$ cat src/rtl/gpio_irq_unit.sv
module gpio_irq_unit #(
  parameter int          WIDTH       = 32,
  parameter int          AW          = 3,
  parameter logic [31:0] SENSE_RESET = 32'hFFFF_FFFF
) (
  input  logic             clk,
  input  logic             rst,
  input  logic             we,
  input  logic [AW-1:0]    addr,
  input  logic [WIDTH-1:0] wdata,
  output logic [WIDTH-1:0] rdata,
  input  logic [WIDTH-1:0] pins,
  output logic             irq
);
  localparam logic [AW-1:0] A_SENSE = AW'(0);
  localparam logic [AW-1:0] A_POL   = AW'(1);
  localparam logic [AW-1:0] A_DUAL  = AW'(2);
  localparam logic [AW-1:0] A_UNMSK = AW'(3);
  localparam logic [AW-1:0] A_MSK   = AW'(4);
  localparam logic [AW-1:0] A_MASKV = AW'(5);
  localparam logic [AW-1:0] A_PEND  = AW'(6);

  logic [WIDTH-1:0] sync1, sync2, prev;
  logic [WIDTH-1:0] sense, pol, dual, mask, pend;
  logic [WIDTH-1:0] rise, fall, edge_hit, level_hit, event_v, clr_v;

  always_ff @(posedge clk) begin
    if (rst) begin
      sync1 <= '0;
      sync2 <= '0;
      prev  <= '0;
    end else begin
      sync1 <= pins;
      sync2 <= sync1;
      prev  <= sync2;
    end
  end

  assign rise      = sync2 & ~prev;
  assign fall      = ~sync2 & prev;
  assign edge_hit  = (dual & (rise | fall)) | (~dual & ((pol & rise) | (~pol & fall)));
  assign level_hit = ~(sync2 ^ pol);
  assign event_v   = (sense & edge_hit) | (~sense & level_hit);
  assign clr_v     = (we && addr == A_PEND) ? wdata : '0;

  always_ff @(posedge clk) begin
    if (rst) begin
      sense <= SENSE_RESET[WIDTH-1:0];
      pol   <= '0;
      dual  <= '0;
      mask  <= '1;
      pend  <= '0;
      irq   <= 1'b0;
    end else begin
      if (we && addr == A_SENSE) sense <= wdata;
      if (we && addr == A_POL)   pol   <= wdata;
      if (we && addr == A_DUAL)  dual  <= wdata;
      if (we && addr == A_UNMSK) mask  <= mask & ~wdata;
      if (we && addr == A_MSK)   mask  <= mask | wdata;
      pend <= (pend & ~clr_v) | event_v;
      irq  <= |(pend & ~mask);
    end
  end

  always_comb begin
    case (addr)
      A_SENSE: rdata = sense;
      A_POL:   rdata = pol;
      A_DUAL:  rdata = dual;
      A_MASKV: rdata = mask;
      A_PEND:  rdata = pend;
      default: rdata = '0;
    endcase
  end
endmodule


$ cat config.mk
export PLATFORM = sky130hd
export DESIGN_NAME = gpio_irq_unit
export DESIGN_NICKNAME = d
export VERILOG_FILES = /design/src/rtl/gpio_irq_unit.sv
export SDC_FILE = /design/constraint.sdc
export NUM_CORES = 1
export LEC_CHECK = 0
export ABC_AREA = 0
export BUFFER_PORTS_ARGS = -buffer_cell sky130_fd_sc_hd__clkbuf_2
export CAP_MARGIN = 20
export CORE_ASPECT_RATIO = 0.7
export CORE_MARGIN = 2
export CORE_UTILIZATION = 45
export CTS_BUF_LIST = sky130_fd_sc_hd__clkbuf_8 sky130_fd_sc_hd__clkbuf_16
export CTS_CLUSTER_SIZE = 24
export DETAILED_ROUTE_END_ITERATION = 10
export MAX_ROUTING_LAYER = met4
export RECOVER_POWER = 100
export SKIP_LAST_GASP = 1
export SYNTH_ARGS = -nofsm -noshare
export SYNTH_HDL_FRONTEND = slang
export SYNTH_SLANG_ARGS = --single-unit
$ cat constraint.sdc
create_clock -name clk -period 3.9 [get_ports clk]
set_clock_uncertainty 0.15 [all_clocks]
set_input_delay 0.39 -clock clk [delete_from_list [all_inputs] [get_ports clk]]
set_output_delay 0.39 -clock clk [all_outputs]
set_load 0.02 [all_outputs]
==> qor.txt <==
SYNTHESIS
-----------------------------------------------------------------------------------------------------
Proportion of synthesized flip-flops having asynchronous set or reset ..................            0
Number of unique standard cell types used by synthesis .................................           37
Share of cell area taken by muxes after synthesis ......................................       0.0608
Simple-gate share of the synthesized area ..............................................        0.159
Post-synthesis compound-gate area fraction .............................................        0.187
Cell type contributing the most total cell area after synthesis ........................      dfxtp_1
Largest family of logic cells by synthesized area ...................................... compound AO/OA/AOI/OAI gates
Gate count after technology mapping ....................................................         1313
Total number of yosys warnings .........................................................            0
Ys flop type ...........................................................................      dfxtp_1
Parity-gate share of the synthesized area counting xor and xnor cells ..................       0.0240
Mean instance size in the synthesized netlist ..........................................    8.91 um^2
Number of synthesized flops with an enable pin .........................................            0
Area fraction of the dominant cell type after synthesis ................................        0.440
Leading post-synthesis cells by cell area .............................................. dfxtp_1 44%, ha_1 6.8%, nand2_1 6.3%
Portion of the post-synthesis area used by sequential elements .........................        0.440
Total of flip-flops plus latches after synthesis .......................................          257
Synthesized net count ..................................................................         1447
Post-synthesis instance area ...........................................................   11700 um^2
Post-synthesis share of cell area spent on full adders, half adders and majority gates .       0.0685

FLOORPLAN
-----------------------------------------------------------------------------------------------------
Initial Util ...........................................................................        0.456
Floorplan die area .....................................................................   27300 um^2
Std cell rows ..........................................................................           49
Boundary pin count .....................................................................          103
Die Y-Extent ...........................................................................       139 um
Area of the placeable core .............................................................   25600 um^2
Die boundary width .....................................................................       197 um

JOB
-----------------------------------------------------------------------------------------------------
Max-cap violation count ................................................................            4

GLOBAL ROUTING
-----------------------------------------------------------------------------------------------------
Number of antenna violations at the first check in global routing ......................            0
Via count of the first global-routing pass .............................................         9224
First-pass GRT wire length .............................................................      50.8 mm
Tot GR Track Use .......................................................................        0.240
Pin count of the biggest net entering global routing ...................................          148
Remaining Overflow, GRT ................................................................            0

WORST SETUP PATH
-----------------------------------------------------------------------------------------------------
Worst path required time ...............................................................      3360 ps
Endpoint arrival time on the critical path .............................................      2720 ps
CP Launch Type .........................................................................   input port
Critical R2R Launch .................................................................... pend[16]$_SDFF_PP0_
Worst reg2reg setup slack ..............................................................      2250 ps
Setup CP Type ..........................................................................       in2out
Path depth of the worst reg2reg path ...................................................            4
Highest fanout seen on the critical path ...............................................           29
Crit end category ......................................................................   output pin
Destination of the worst register-to-register timing path .............................. irq$_SDFF_PP0_

CLOCKING
-----------------------------------------------------------------------------------------------------
Setup repair bufs after CTS ............................................................            0
Clock insertion delay at the later pin of the skew report ..............................       550 ps
Sinks on the clock net .................................................................          257
H-tree levels ..........................................................................            1
Number of gates resized after cts ......................................................            0
CTS tree ...............................................................................        built
Hold-fix buffer count after cts ........................................................           55
Cell chosen for the clock root .........................................................    clkbuf_16
Number of buffers added by the clock tree synthesis step ...............................           27
Buffers from clock root to sink, at most ...............................................            3
Clock input transition at the sequential cells of the worst setup and hold paths .......        60 ps

POWER
-----------------------------------------------------------------------------------------------------
Power density cells ....................................................................  433 nW/um^2
Peak supply drop .......................................................................     0.290 mV
Static power due to leakage ............................................................      5.44 nW
P_sw ...................................................................................      1.51 mW
Seq pwr share ..........................................................................        0.469
Cell-internal power ....................................................................      4.47 mW
Share of total power in combinational logic ............................................        0.107
Part of the total power dissipated in the clock network ................................        0.424
Switching part of the total power ......................................................        0.252

DETAILED ROUTING
-----------------------------------------------------------------------------------------------------
Vias ...................................................................................         9655
Routed length per instance .............................................................      17.6 um
Mean number of vias per cell ...........................................................         5.39
Length of the first detailed-routing pass in iterations ................................            6
Number of nets with antenna violations after routing ...................................            0
Drt drc ................................................................................            0
Total detailed-routing wirelength ......................................................      31.5 mm
Detailed router's first-iteration violation count ......................................          774

MIN PATH
-----------------------------------------------------------------------------------------------------
Type of the worst min-delay path .......................................................       in2reg
Startpoint of the most critical hold path ..............................................     wdata[7]
Hold-critical path endpoint ............................................................ dual[7]$_SDFFE_PP0P_
Cell depth of the worst hold path ......................................................            3

STA
-----------------------------------------------------------------------------------------------------
Final count of hold timing violations ..................................................            0
Highest clock frequency the design can meet ............................................      307 MHz
Setup Total Neg Slack ..................................................................         0 ps
Post-route clock period utilization ....................................................        0.836
Worst slew margin ......................................................................       -0.166
Unrepaired setup endpoints after global routing ........................................           no
Transition at the pin with the smallest max-transition slack ...........................      1750 ps
Period minus WS final ..................................................................      3260 ps
Max-slew violation count ...............................................................          130
Total of endpoints with negative setup slack in the final report .......................            0

CELLS AND AREA
-----------------------------------------------------------------------------------------------------
Final layout net count .................................................................         1575
Final core utilization .................................................................        0.539
Most common library cell in the layout ignoring fill and taps ..........................      dfxtp_1
Antenna diode instance count ...........................................................            0
Commonest cells after routing, fill and taps aside ..................................... 257 x dfxtp_1, 195 x nand2_1, 128 x a21oi_1, 102 x inv_1, 101 x nor2_1
Fraction of layout instances using a drive strength above 1 ............................        0.109
Synth-to-Final Area Change .............................................................        18.1%

STATUS
-----------------------------------------------------------------------------------------------------
Violated checks ........................................................................ max-capacitance violations, max-slew violations
Outcome ................................................................................ finished, violations left

PLACED DESIGN
-----------------------------------------------------------------------------------------------------
Detailed placer's ending HPWL ..........................................................      20.4 mm
Port Buffers ...........................................................................          102
Final Wtd Congestion ...................................................................        0.832

area by class of cell:
| type | instances | area, um^2 |
|---|---|---|
| multi-input cells | 879 | 5820 |
| clock buffers | 32 | 744 |
| fillers | 2428 | 11800 |
| flip-flops and latches | 257 | 5140 |
| well taps | 331 | 414 |
| repair buffers | 180 | 1210 |
| inverters | 96 | 360 |
| clock inverters | 15 | 121 |
power by group through the flow:
stage	clock, mW	combinational [mW]	sequential [mW]
after CTS	2.59	0.650	2.80
final	2.54	0.638	2.80
after global placement	0	0.593	2.86
after floorplan	0	0.400	2.84
after detailed placement	0	0.604	2.86
after global routing	2.70	0.705	2.82
worst max-delay path, stage by stage:
cell	delay, ps
clkbuf_2	350
or2_1	1170
o32ai_1	260
a221o_1	360
clkbuf_1	180
worst max-delay path by stage:
stage,from,to,slack [ps],cells after the start
2_1_floorplan,addr[0],rdata[0],1780,5
3_3_place_gp,addr[2],rdata[0],1100,6
3_5_place_dp,addr[0],rdata[16],1070,6
4_1_cts,addr[2],rdata[6],1070,6
5_1_grt,addr[2],rdata[1],520,5
6_report,addr[2],rdata[1],640,5
per-layer routing:
layer  routed length [um]  part of all wire  vias up  track usage
met2                13700              0.44      264        0.354
met5                    0                 0        -            -
met3                 1810             0.057       49       0.0340
met1                15300              0.49     4577        0.346
li1                     -                 -     4765            -
met4                  648             0.021        0       0.0558
synth_stat cells (all sizes together), types with 2 or more instances:
cell	count
mux2	32
a31oi	4
nor4	4
buf	29
xor2	32
clkbuf	52
o22ai	19
nand2	195
o211ai	32
nor2b	97
dfxtp	257
nand3b	2
a21oi	128
nor3b	2
nor2	101
mux2i	35
a211o	32
inv	96
o32ai	28
ha	64
a221o	60
cells by family after synthesis:
kind of cell | Yosys count
buffers and inverters | 177
AO/OA/AOI/OAI | 306
multiplexers | 67
XOR/XNOR | 32
AND/OR/NAND/NOR | 410
adder cells (fa/ha/maj) | 64
flip-flops | 257
metrics by stage:
stage | cells | hold WS [ps] | setup slack [ps] | instance area [um^2] | power (mW)
floorplan | 1313 | 264 | 1780 | 11700 | 3.24
global placement | 1688 | 267 | 1100 | 12500 | 3.45
detailed placement | 1688 | 273 | 1070 | 12500 | 3.47
CTS | 1790 | 0.165 | 1070 | 13900 | 6.05
global route | 1790 | 20.5 | 524 | 13800 | 6.22
finish | 1790 | 16.9 | 640 | 13800 | 5.98
Power figures use the tool's default switching activity.
